[src/rtl/bt_pkg.sv]
package bt_pkg;

  typedef enum logic [1:0] {
    BT_NARROW = 2'b00,
    BT_WIDE_A = 2'b01,
    BT_WIDE_B = 2'b10,
    BT_SPLIT  = 2'b11
  } bt_mode_e;

  // Data path width flag for a mode.
  function automatic logic bt_is_wide(input bt_mode_e m);
    return (m != BT_NARROW);
  endfunction

  // Byte lanes whose enables are meaningful; bit n = byte enable n.
  function automatic logic [3:0] bt_lane_mask(input bt_mode_e m);
    logic [3:0] r;
    unique case (m)
      BT_NARROW: r = 4'b0011;
      BT_WIDE_A: r = 4'b1111;
      BT_WIDE_B: r = 4'b1111;
      default:   r = 4'b1001;
    endcase
    return r;
  endfunction

  // Expected value of the four boot tap bits for a mode.
  function automatic logic [3:0] bt_boot_pat(input bt_mode_e m);
    logic [3:0] r;
    unique case (m)
      BT_NARROW: r = 4'b0000;
      BT_WIDE_A: r = 4'b1111;
      default:   r = 4'b1110;
    endcase
    return r;
  endfunction

  // Boot tap bits: top bit followed by the three bits below the nibble boundary.
  function automatic logic [3:0] bt_boot_tap(input logic [31:0] a);
    return {a[31], a[26:24]};
  endfunction

endpackage

[src/rtl/bt_start_detect.sv]
module bt_start_detect
  import bt_pkg::*;
(
  input  logic       clk,
  input  logic       rst,
  input  logic [1:0] btype_i,
  input  logic       ale_i,
  input  logic       ads_n_i,
  output logic       ale_rise_o,
  output logic       ads_fall_o,
  output logic       start_o
);
  logic ale_q;
  logic ads_n_q;

  always_ff @(posedge clk) begin
    if (rst) begin
      ale_q   <= 1'b0;
      ads_n_q <= 1'b1;
    end else begin
      ale_q   <= ale_i;
      ads_n_q <= ads_n_i;
    end
  end

  assign ale_rise_o = ale_i & ~ale_q;
  assign ads_fall_o = ~ads_n_i & ads_n_q;
  // Strobe-initiated cycles are honoured only for the type that may lack a latch enable.
  assign start_o = ale_rise_o | (ads_fall_o & (bt_mode_e'(btype_i) == BT_WIDE_A));
endmodule

[src/rtl/bt_mode_track.sv]
module bt_mode_track
  import bt_pkg::*;
(
  input  logic       clk,
  input  logic       rst,
  input  logic       start_i,
  input  logic       done_i,
  input  logic [1:0] btype_i,
  output bt_mode_e   mode_o,
  output bt_mode_e   eff_mode_o,
  output logic       active_o,
  output logic       start_q_o
);
  bt_mode_e mode_q;

  always_ff @(posedge clk) begin
    if (rst) begin
      mode_q    <= BT_NARROW;
      active_o  <= 1'b0;
      start_q_o <= 1'b0;
    end else begin
      start_q_o <= start_i;
      if (start_i) begin
        mode_q   <= bt_mode_e'(btype_i);
        active_o <= 1'b1;
      end else if (done_i) begin
        active_o <= 1'b0;
      end
    end
  end

  assign mode_o     = mode_q;
  // Mode in force for a capture happening on this edge.
  assign eff_mode_o = start_i ? bt_mode_e'(btype_i) : mode_q;
endmodule

[src/rtl/bt_addr_latch.sv]
module bt_addr_latch #(
  parameter int HALF_W = 16
) (
  input  logic              clk,
  input  logic              rst,
  input  logic              capture_i,
  input  logic              wide_cap_i,
  input  logic              wide_now_i,
  input  logic [HALF_W-1:0] ad_lo_i,
  input  logic [HALF_W-1:0] ad_hi_i,
  input  logic [HALF_W-1:0] a_direct_i,
  output logic [2*HALF_W-1:0] addr_o
);
  localparam int ADDR_W = 2 * HALF_W;

  logic [HALF_W-1:0] lo_q;
  logic [HALF_W-1:0] hi_q;

  always_ff @(posedge clk) begin
    if (rst) begin
      lo_q <= '0;
      hi_q <= '0;
    end else if (capture_i) begin
      lo_q <= ad_lo_i;
      if (wide_cap_i) hi_q <= ad_hi_i;
    end
  end

  logic [ADDR_W-1:0] joined;
  assign joined = {(wide_now_i ? hi_q : a_direct_i), lo_q};
  assign addr_o = joined;
endmodule

[src/rtl/bt_lane_decode.sv]
module bt_lane_decode
  import bt_pkg::*;
#(
  parameter int ADDR_W = 32,
  parameter int LANES  = 4
) (
  input  bt_mode_e          mode_i,
  input  logic [ADDR_W-1:0] addr_i,
  output logic              wide_o,
  output logic [LANES-1:0]  lane_mask_o,
  output logic              boot_hit_o
);
  logic [3:0] tap;
  logic [3:0] pat;
  logic [3:0] full_mask;

  assign tap       = bt_boot_tap(addr_i);
  assign pat       = bt_boot_pat(mode_i);
  assign full_mask = bt_lane_mask(mode_i);

  generate
    for (genvar i = 0; i < LANES; i++) begin : g_lane
      assign lane_mask_o[i] = full_mask[i];
    end
  endgenerate

  assign wide_o     = bt_is_wide(mode_i);
  assign boot_hit_o = (tap == pat);
endmodule

[src/rtl/bus_type_front.sv]
module bus_type_front
  import bt_pkg::*;
#(
  parameter int HALF_W = 16,
  parameter int LANES  = 4
) (
  input  logic                 clk,
  input  logic                 rst,
  input  logic [1:0]           btype_i,
  input  logic                 ale_i,
  input  logic                 ads_n_i,
  input  logic [HALF_W-1:0]    ad_i,
  input  logic [HALF_W-1:0]    ad_hi_i,
  input  logic [HALF_W-1:0]    a_hi_i,
  input  logic                 cyc_done_i,
  output logic                 cyc_start_o,
  output logic                 cyc_active_o,
  output logic [2*HALF_W-1:0]  addr_o,
  output logic                 wide_o,
  output logic [LANES-1:0]     lane_mask_o,
  output logic                 boot_hit_o
);
  localparam int ADDR_W = 2 * HALF_W;

  // Named internal events, brought out for the checker.
  logic     ale_rise;
  logic     ads_fall;
  logic     start_evt;
  logic     capture;
  bt_mode_e mode_q;
  bt_mode_e eff_mode;

  bt_start_detect u_det (
    .clk       (clk),
    .rst       (rst),
    .btype_i   (btype_i),
    .ale_i     (ale_i),
    .ads_n_i   (ads_n_i),
    .ale_rise_o(ale_rise),
    .ads_fall_o(ads_fall),
    .start_o   (start_evt)
  );

  bt_mode_track u_mode (
    .clk       (clk),
    .rst       (rst),
    .start_i   (start_evt),
    .done_i    (cyc_done_i),
    .btype_i   (btype_i),
    .mode_o    (mode_q),
    .eff_mode_o(eff_mode),
    .active_o  (cyc_active_o),
    .start_q_o (cyc_start_o)
  );

  assign capture = ale_i | start_evt;

  bt_addr_latch #(.HALF_W(HALF_W)) u_addr (
    .clk       (clk),
    .rst       (rst),
    .capture_i (capture),
    .wide_cap_i(bt_is_wide(eff_mode)),
    .wide_now_i(bt_is_wide(mode_q)),
    .ad_lo_i   (ad_i),
    .ad_hi_i   (ad_hi_i),
    .a_direct_i(a_hi_i),
    .addr_o    (addr_o)
  );

  bt_lane_decode #(.ADDR_W(ADDR_W), .LANES(LANES)) u_dec (
    .mode_i     (mode_q),
    .addr_i     (addr_o),
    .wide_o     (wide_o),
    .lane_mask_o(lane_mask_o),
    .boot_hit_o (boot_hit_o)
  );
endmodule

[config.mk]
export PLATFORM = sky130hd
export DESIGN_NAME = bus_type_front
export DESIGN_NICKNAME = d
export VERILOG_FILES = /design/src/rtl/bt_pkg.sv /design/src/rtl/bt_start_detect.sv /design/src/rtl/bt_mode_track.sv /design/src/rtl/bt_addr_latch.sv /design/src/rtl/bt_lane_decode.sv /design/src/rtl/bus_type_front.sv
export SDC_FILE = /design/constraint.sdc
export NUM_CORES = 1
export LEC_CHECK = 0
export BUFFER_PORTS_ARGS = -buffer_cell sky130_fd_sc_hd__buf_2
export CAP_MARGIN = 25
export CORE_MARGIN = 5
export CORE_UTILIZATION = 45
export CTS_BUF_LIST = sky130_fd_sc_hd__clkbuf_4 sky130_fd_sc_hd__clkbuf_8
export CTS_CLUSTER_DIAMETER = 150
export DETAILED_ROUTE_END_ITERATION = 10
export PLACE_DENSITY_LB_ADDON = 0.15
export SLEW_MARGIN = 20
export SYNTH_ARGS = -nofsm -noshare
export SYNTH_HDL_FRONTEND = slang
export SYNTH_HIERARCHICAL = 1
export SYNTH_SLANG_ARGS = --single-unit
[constraint.sdc]
create_clock -name clk -period 3.31 [get_ports clk]
set_input_delay 0.4965 -clock clk [delete_from_list [all_inputs] [get_ports clk]]
set_output_delay 0.4965 -clock clk [all_outputs]
set_load 0.1 [all_outputs]
Word-level counts from Yosys, hierarchy flattened
Index checks and enable logic that the tools add are counted.
{"block": "classes", "n_eq_ne": 4, "n_mux": 6, "bitwise": 7, "reduce_logical": 6}
{"op": "16-bit 2-to-1 mux", "count": 1}
{"op": "4-bit one-hot mux with 2 select lines", "count": 2}
{"op": "2-bit nonzero test", "count": 3}
{"op": "2-bit by 1-bit == test with 1-bit output, second input constant", "count": 2}
{"op": "4-bit == test", "count": 1}
{"op": "1-bit AND", "count": 3}
{"op": "2-bit == test, second input constant", "count": 1}
{"op": "2-bit zero test", "count": 1}
{"op": "1-bit 2-to-1 mux", "count": 2}
{"op": "2-bit 2-to-1 mux", "count": 1}
{"op": "1-bit inverter", "count": 2}
{"op": "1-bit OR", "count": 2}
{"op": "2-bit AND reduction", "count": 1}
{"op": "2-bit OR reduction", "count": 1}
{"block": "totals", "regBits": 38, "inputBits": 55, "out_inout_bits": 40, "wordCells": 30}

Logic depth before layout (Yosys ltp)
Gate-level depths: netlist of the first run.
{"block": "logic_depth", "depth_word": 7, "mapped_depth": 7, "depth_no_buf": 6}

Cells and area by module
The synthesis of the first run kept the hierarchy.
{"mod": "bt_addr_latch", "n_inst": 1, "cells_each": 141, "area_per_inst_um2": 1502.7, "seq_area_each_um2": 640.6}
{"mod": "bt_mode_track", "n_inst": 1, "cells_each": 12, "area_per_inst_um2": 156.4, "seq_area_each_um2": 80.1}
{"mod": "bt_lane_decode", "n_inst": 1, "cells_each": 15, "area_per_inst_um2": 116.4, "seq_area_each_um2": 0.0}
{"mod": "bt_start_detect", "n_inst": 1, "cells_each": 8, "area_per_inst_um2": 87.6, "seq_area_each_um2": 40.0}
{"mod": "bus_type_front", "n_inst": 1, "cells_each": 3, "area_per_inst_um2": 18.8, "seq_area_each_um2": 0.0}

Worst setup path after synthesis of the first run
No wires, ideal clock.
{"block": "synth_timing", "path_kind": "register -> output", "startpoint": "register u_mode.mode_q[1], in the netlist u_mode/mode_o[1]", "endpoint": "output port boot_hit_o", "arrival_ps": 3311, "t_required_ps": 2813, "path_slack_ps": -498, "stages_incl_launch_ff": 7, "n_path_buf": 2, "path_cell_list": "dfxtp_1 -> or2_1 -> buf_6 -> buf_6 -> mux2_4 -> or4b_1 -> a21oi_1"}
{"block": "synth_via", "elab_chain_len": 3, "elab_cells_between_ends": 6, "cone_classes": "eq/ne (2); mux (2); reduce/logical (2)"}
{"element": "from (decl)", "line": "bt_mode_track.sv:14", "rtl": "bt_mode_e mode_q;"}
{"element": "from (signal assigned)", "line": "bt_mode_track.sv:24", "rtl": "mode_q <= bt_mode_e'(btype_i);"}
{"element": "2-bit nonzero test", "line": "bt_pkg.sv:12", "rtl": "return (m != BT_NARROW);"}
{"element": "16-bit 2-to-1 mux", "line": "bt_addr_latch.sv:30", "rtl": "assign joined = {(wide_now_i ? hi_q : a_direct_i), lo_q};"}
{"element": "named net addr_o[25]", "line": "bus_type_front.sv:18", "rtl": "output logic [2*HALF_W-1:0] addr_o,"}
{"element": "4-bit == test", "line": "bt_lane_decode.sv:28", "rtl": "assign boot_hit_o = (tap == pat);"}
{"element": "to (decl)", "line": "bus_type_front.sv:21", "rtl": "output logic boot_hit_o"}
The timed path passes the listed nets, and every way through them passes these cells.

Final worst setup path of the first run
{"block": "layout_timing", "startpoint": "register u_mode.mode_q[0], in the netlist u_mode/mode_o[0]", "endpoint": "output port boot_hit_o"}
{"block": "layout_via", "elab_chain_len": 3, "elab_cells_between_ends": 6, "cone_classes": "eq/ne (2); mux (2); reduce/logical (2)"}
{"element": "2-bit by 1-bit == test with 1-bit output, or another cell as far along", "line": "bt_pkg.sv:30", "rtl": "unique case (m)"}
{"element": "4-bit one-hot mux with 2 select lines / 16-bit 2-to-1 mux (equally long branches)", "line": "bt_pkg.sv:30, bt_addr_latch.sv:30"}
{"element": "4-bit == test (*)", "line": "bt_lane_decode.sv:28"}
Mark *: on every way between the ends. The rest lies on a longest branch, timed or not.

==> impl_metrics.env, run 1 <==
export IMPL_status="completed"
export IMPL_r2r_start="u_det/ads_n_q"
export IMPL_die_h_microns=74.7
export IMPL_synth_area_leaders="dfxtp_1 (40%), mux2_4 (9.6%), a21bo_1 (8.5%)"
export IMPL_switching_share=0.433
export IMPL_synthesis_nets=238
export IMPL_hp_start="ads_n_i"
export IMPL_fin_worst_skew_ns=0.00991
export IMPL_antenna_found_initial=0
export IMPL_yosys_warnings=6
export IMPL_ant_nets=0
export IMPL_cts_hold_buf=0
export IMPL_dr_total_vias=1519
export IMPL_cts_buffers=5
export IMPL_routedWlPerCell_microns=13.0
export IMPL_grt_max_degree=49
export IMPL_p_sw_mw=0.614
export IMPL_path_class="reg -> out"
export IMPL_finish_utilization=0.603
export IMPL_post_place_cells=309
export IMPL_worstPathArrival_ns=2.37
export IMPL_peakVddDrop_mv=0.332
export IMPL_reg2regPathDepth=7
export IMPL_pwr_share_clk=0.233
export IMPL_r2r_setup_slack_ns=1.18
export IMPL_grt_pass1_wl_microns=6370
export IMPL_power_density_nw_per_um2=583
export IMPL_die_x_microns=74.7
export IMPL_synth_seq_cells=38
export IMPL_insertion_delay_ns=0.28
export IMPL_p_comb_frac=0.409
export IMPL_dp_slack_ns=0.732
export IMPL_wirelength_microns=4130
export IMPL_holdPathStages=2
export IMPL_syn_area_per_cell_sq_um=10.5
export IMPL_cp_start_kind="flip-flop"
export IMPL_rsz0062_at_grt="false"
export IMPL_finalCritPeriodShare=0.866
export IMPL_critPathRequiredTime_ns=2.81
export IMPL_pwr_share_seq=0.358
export IMPL_first_global_vias=1425
export IMPL_dieArea_sq_um=5570
export IMPL_fin_tns_setup_ns=0
export IMPL_synth_cell_type_count=26
export IMPL_netlist_area_sq_um=1880
export IMPL_setup_viol=0
export IMPL_ioPinCount=95
export IMPL_synth_ff_type="dfxtp_1"
export IMPL_postPlaceCellArea_sq_um=2320
export IMPL_drive_gt1_frac=0.481
export IMPL_p_leak_nw=1.26
export IMPL_clock_path_buffers=2
export IMPL_whs_endpoint="u_det/ads_n_q"
export IMPL_cts_htree_levels=2
export IMPL_finalPower_mw=1.42
export IMPL_coreArea_sq_um=4030
export IMPL_syn_to_final_growth_pct=29.2
export IMPL_async_flop_share=0
export IMPL_clock_fmax_mhz=349
export IMPL_drt_first_pass_iters=4
export IMPL_overflow=0
export IMPL_drt_iter0_markers=57
export IMPL_initial_core_util=0.467
export IMPL_hold_viol=0
export IMPL_hp_class="in -> reg"
export IMPL_synth_top_cell_area_share=0.404
export IMPL_synth_common_cells="dfxtp_1 (38), a21oi_1 (18), nor2_1 (17)"
export IMPL_max_slew_margin=0.514
export IMPL_cts_resized=0
export IMPL_setup_ws_ns=0.443
export IMPL_holdWs_ns=0.442
export IMPL_via_per_inst=4.78
export IMPL_synth_edff_count=0
export IMPL_critPathCaptureType="primary output"
export IMPL_yosysTopAreaCell="dfxtp_1"
export IMPL_cap_violations=0
export IMPL_clock_sinks=38
export IMPL_ys_seq_area_frac=0.404
export IMPL_placementRows=23
export IMPL_intPower_mw=0.804
export IMPL_gr_usage_all_layers=0.147
export IMPL_final_area_sq_um=2430
export IMPL_period_minus_slack_ns=2.87
export IMPL_path_clk_slew_ns=0.08
export IMPL_portBuffers=93
export IMPL_cts_root_buf="clkbuf_8"
export IMPL_dp_hpwl_microns=2950
export IMPL_worstReg2RegEnd="u_addr/hi_q[13]"
export IMPL_maxSlewViolCount=0
export IMPL_synth_most_common_cell="dfxtp_1"
export IMPL_synthCells=179
export IMPL_nNetsFinal=326
export IMPL_worst_slew_pin_slew_ns=0.730
export IMPL_fin_cells=318
export IMPL_place_congestion=0.726
export IMPL_cts_setup_buffers=0
export IMPL_drc_errors=0
export IMPL_path_max_fanout=9
export IMPL_cts_tree="built"
export IMPL_antenna_cells=0
-- layout make-up --
cell class / instances / area, sq um
inverter: 6 / 22.5
clock buffer: 6 / 82.6
timing repair buffer: 96 / 507
multi-input combinational: 120 / 983
tap: 50 / 62.6
fill: 381 / 1600
sequential: 38 / 761
clock inverter: 2 / 12.5
-- critical path, cell delays in order (launching register included) --
cell,delay (ns)
dfxtp_1,0.39
or2_1,0.42
mux2_2,0.41
or4b_1,0.48
a21oi_2,0.20
buf_12,0.19
-- sequential cells by signal, indices dropped and copies added, names as in the netlist --
register	flops
u_mode/active_o	1
u_addr/hi_q	16
u_mode/start_q_o	1
u_addr/lo_q	16
u_det/ads_n_q	1
u_det/ale_q	1
u_mode/mode_o	2
-- layout by cell type (no fill, tap or decap), drive strengths merged --
cell type | netlist | layout
conb | 1 | 1
clkinvlp | 0 | 1
nand2b | 1 | 1
a31o | 1 | 1
dfxtp | 38 | 38
nor2b | 5 | 5
a21bo | 16 | 16
buf | 12 | 96
nand4b | 1 | 1
nor2 | 17 | 17
nand3 | 16 | 16
clkinv | 0 | 1
mux2 | 18 | 18
ha | 4 | 4
mux2i | 16 | 16
clkbuf | 3 | 6
xor2 | 1 | 1
or4b | 1 | 1
or2 | 4 | 4
inv | 6 | 6
a21oi | 18 | 18
-- power by group through the flow --
stage	clock, mW	combinational (mW)	sequential (mW)
after floorplan	0	0.389	0.625
after global placement	0	0.576	0.518
after detailed placement	0	0.579	0.517
after CTS	0.342	0.581	0.507
after global routing	0.363	0.607	0.512
final	0.330	0.579	0.507
-- cells by family (layout without fill, tap and decap cells) --
logic type                 count (synthesis)  count (layout)  synth area share
DFF                                       38              38             0.404
muxes                                     34              34             0.217
AOI/OAI and AO/OA                         35              35             0.138
and+or+nand+nor                           45              45             0.133
buffers and inverters                     21             110            0.0751
xor gates and xnor gates                   1               1           0.00466
other                                      1               1           0.00199
adders and majority gates                  4               4            0.0266
-- layer usage --
layer / vias to the layer above / track usage / share of wire
met5: - / 0 / 0
met4: 0 / 0.0474 / 0.0087
met3: 4 / 0.0574 / 0.11
met2: 54 / 0.235 / 0.45
met1: 679 / 0.182 / 0.44
li1: 782 / - / -
-- worst max path at each step --
stage               cells after the start        startpoint  slack [ns]    endpoint
finish                                  5  u_mode/mode_o[0]        0.44  boot_hit_o
CTS                                     5  u_mode/mode_o[0]        0.42  boot_hit_o
global placement                        5  u_mode/mode_o[0]        0.75  boot_hit_o
detailed placement                      5  u_mode/mode_o[0]        0.73  boot_hit_o
floorplan                               6  u_mode/mode_o[1]        0.10  boot_hit_o
global route                            5  u_mode/mode_o[0]        0.28  boot_hit_o
Power figures use the tool's default switching activity.
==> run 2, diff against run 1 <==
--- a/config.mk
+++ b/config.mk
@@ -13,6 +13,7 @@
 export CTS_CLUSTER_DIAMETER = 150
 export DETAILED_ROUTE_END_ITERATION = 10
 export PLACE_DENSITY_LB_ADDON = 0.15
+export REMOVE_ABC_BUFFERS = 1
 export SLEW_MARGIN = 20
 export SYNTH_ARGS = -nofsm -noshare
 export SYNTH_HDL_FRONTEND = slang
==> run 2 against run 1 <==
  * Clock-buffer cell count shrank 1
  * Final cell count is the same
  * Non-clock buffer count grew 1
  * Global-route usage grew 0.22 points
  * Largest cell class unchanged
  * Wire length shrank 0.22%
  * Sequential share of layout area grew 0.11 points
==> impl_metrics.env, run 2 (same netlist as run 1, synthesis figures left out) <==
export IMPL_status="completed"
export IMPL_post_place_cells=310
export IMPL_holdWs_ns=0.444
export IMPL_clock_path_buffers=2
export IMPL_path_class="reg -> out"
export IMPL_setup_viol=0
export IMPL_drt_first_pass_iters=4
export IMPL_dr_total_vias=1533
export IMPL_cts_tree="built"
export IMPL_dp_hpwl_microns=3100
export IMPL_place_congestion=0.684
export IMPL_grt_pass1_wl_microns=6400
export IMPL_fin_cells=318
export IMPL_cp_start_kind="flip-flop"
export IMPL_cts_htree_levels=2
export IMPL_ant_nets=0
export IMPL_coreArea_sq_um=4030
export IMPL_fill_cells=387
export IMPL_dieArea_sq_um=5570
export IMPL_whs_endpoint="u_addr/lo_q[5]"
export IMPL_antenna_found_initial=0
export IMPL_antenna_cells=0
export IMPL_drive_gt1_frac=0.478
export IMPL_cts_buffers=5
export IMPL_r2r_start="u_det/ads_n_q"
export IMPL_regArea_sq_um=761
export IMPL_gr_usage_all_layers=0.149
export IMPL_initial_core_util=0.467
export IMPL_overflow=0
export IMPL_syn_to_final_growth_pct=28.7
export IMPL_drc_errors=0
export IMPL_cap_violations=0
export IMPL_die_h_microns=74.7
export IMPL_max_slew_margin=0.519
export IMPL_nNetsFinal=327
export IMPL_holdPathStages=3
export IMPL_rsz0062_at_grt="false"
export IMPL_clock_fmax_mhz=355
export IMPL_insertion_delay_ns=0.28
export IMPL_via_per_inst=4.82
export IMPL_worst_slew_pin_slew_ns=0.722
export IMPL_ioPinCount=95
export IMPL_hp_class="in -> reg"
export IMPL_drt_iter0_markers=41
export IMPL_fin_worst_skew_ns=0.00357
export IMPL_fin_tns_setup_ns=0
export IMPL_critPathRequiredTime_ns=2.81
export IMPL_worstPathArrival_ns=2.32
export IMPL_cts_hold_buf=0
export IMPL_peakVddDrop_mv=0.328
export IMPL_p_leak_nw=1.27
export IMPL_hp_start="ad_i[5]"
export IMPL_path_max_fanout=6
export IMPL_first_global_vias=1491
export IMPL_grt_max_degree=39
export IMPL_maxSlewViolCount=0
export IMPL_clock_sinks=38
export IMPL_cts_resized=0
export IMPL_r2r_setup_slack_ns=1.25
export IMPL_path_clk_slew_ns=0.07
export IMPL_power_density_nw_per_um2=570
export IMPL_critPathCaptureType="primary output"
export IMPL_period_minus_slack_ns=2.82
export IMPL_finalCritPeriodShare=0.851
export IMPL_multi_input_area_sq_um=980
export IMPL_die_x_microns=74.7
export IMPL_finish_utilization=0.601
export IMPL_placementRows=23
export IMPL_layout_commonest_cell="buf_2"
export IMPL_worstReg2RegEnd="u_addr/hi_q[4]"
export IMPL_portBuffers=93
export IMPL_hold_viol=0
export IMPL_reg2regPathDepth=7
export IMPL_cts_setup_buffers=0
export IMPL_wirelength_microns=4120
export IMPL_cts_root_buf="clkbuf_8"
export IMPL_layout_common_cells="buf_2 (92), dfxtp_1 (38), a21oi_1 (18)"
export IMPL_routedWlPerCell_microns=13.0
==> run 2: cell count changes in the layout (fill, tap and decap cells not counted), sizes merged <==
cell	change
buf	+1
clkbuf	-1
clkinv	+1
clkinvlp	-1
==> run 2: area by class of cell <==
type | count | area share
flip-flops and latches | 38 | 0.314
repair buffers | 97 | 0.214
clock buffers | 5 | 0.0284
inverters | 6 | 0.00930
well taps | 50 | 0.0258
clock inverters | 2 | 0.00413
multi-input cells | 120 | 0.404
==> run 2: worst max-delay path by stage <==
stage	endpoint	start	cells past startpoint
floorplan	boot_hit_o	u_mode/mode_o[0]	4
global placement	boot_hit_o	u_mode/mode_o[0]	5
detailed placement	boot_hit_o	u_mode/mode_o[0]	5
CTS	boot_hit_o	u_mode/mode_o[0]	5
global route	boot_hit_o	u_mode/mode_o[0]	5
finish	boot_hit_o	u_mode/mode_o[0]	5
==> run 2: power breakdown <==
group	total [mW]	switching [mW]	internal, mW
Sequential	0.509	0.0172	0.492
Clock	0.292	0.151	0.141
Combinational	0.580	0.433	0.147
==> run 2: per-stage QoR <==
step                      cell area [sq um]  worst slack, ns  power, mW
final                                  2420            0.495       1.38
after global placement                 2330            0.838       1.09
after global routing                   2420            0.387       1.44
after CTS                              2410            0.484       1.39
after detailed placement               2330            0.802       1.10
after floorplan                        1760           -0.774      0.987
==> run 2: critical path, cell delays in order, from the launching register on <==
cell,delay [ns]
dfxtp_1,0.40
or2_1,0.31
mux2_4,0.35
or4b_1,0.51
a21oi_1,0.25
buf_12,0.21
==> run 2: metal layers <==
metal,up-vias,track usage,share of wire
met5,-,0,0
met4,0,0.0593,0.011
met3,5,0.0561,0.095
met2,52,0.262,0.48
met1,692,0.161,0.41
li1,784,-,-
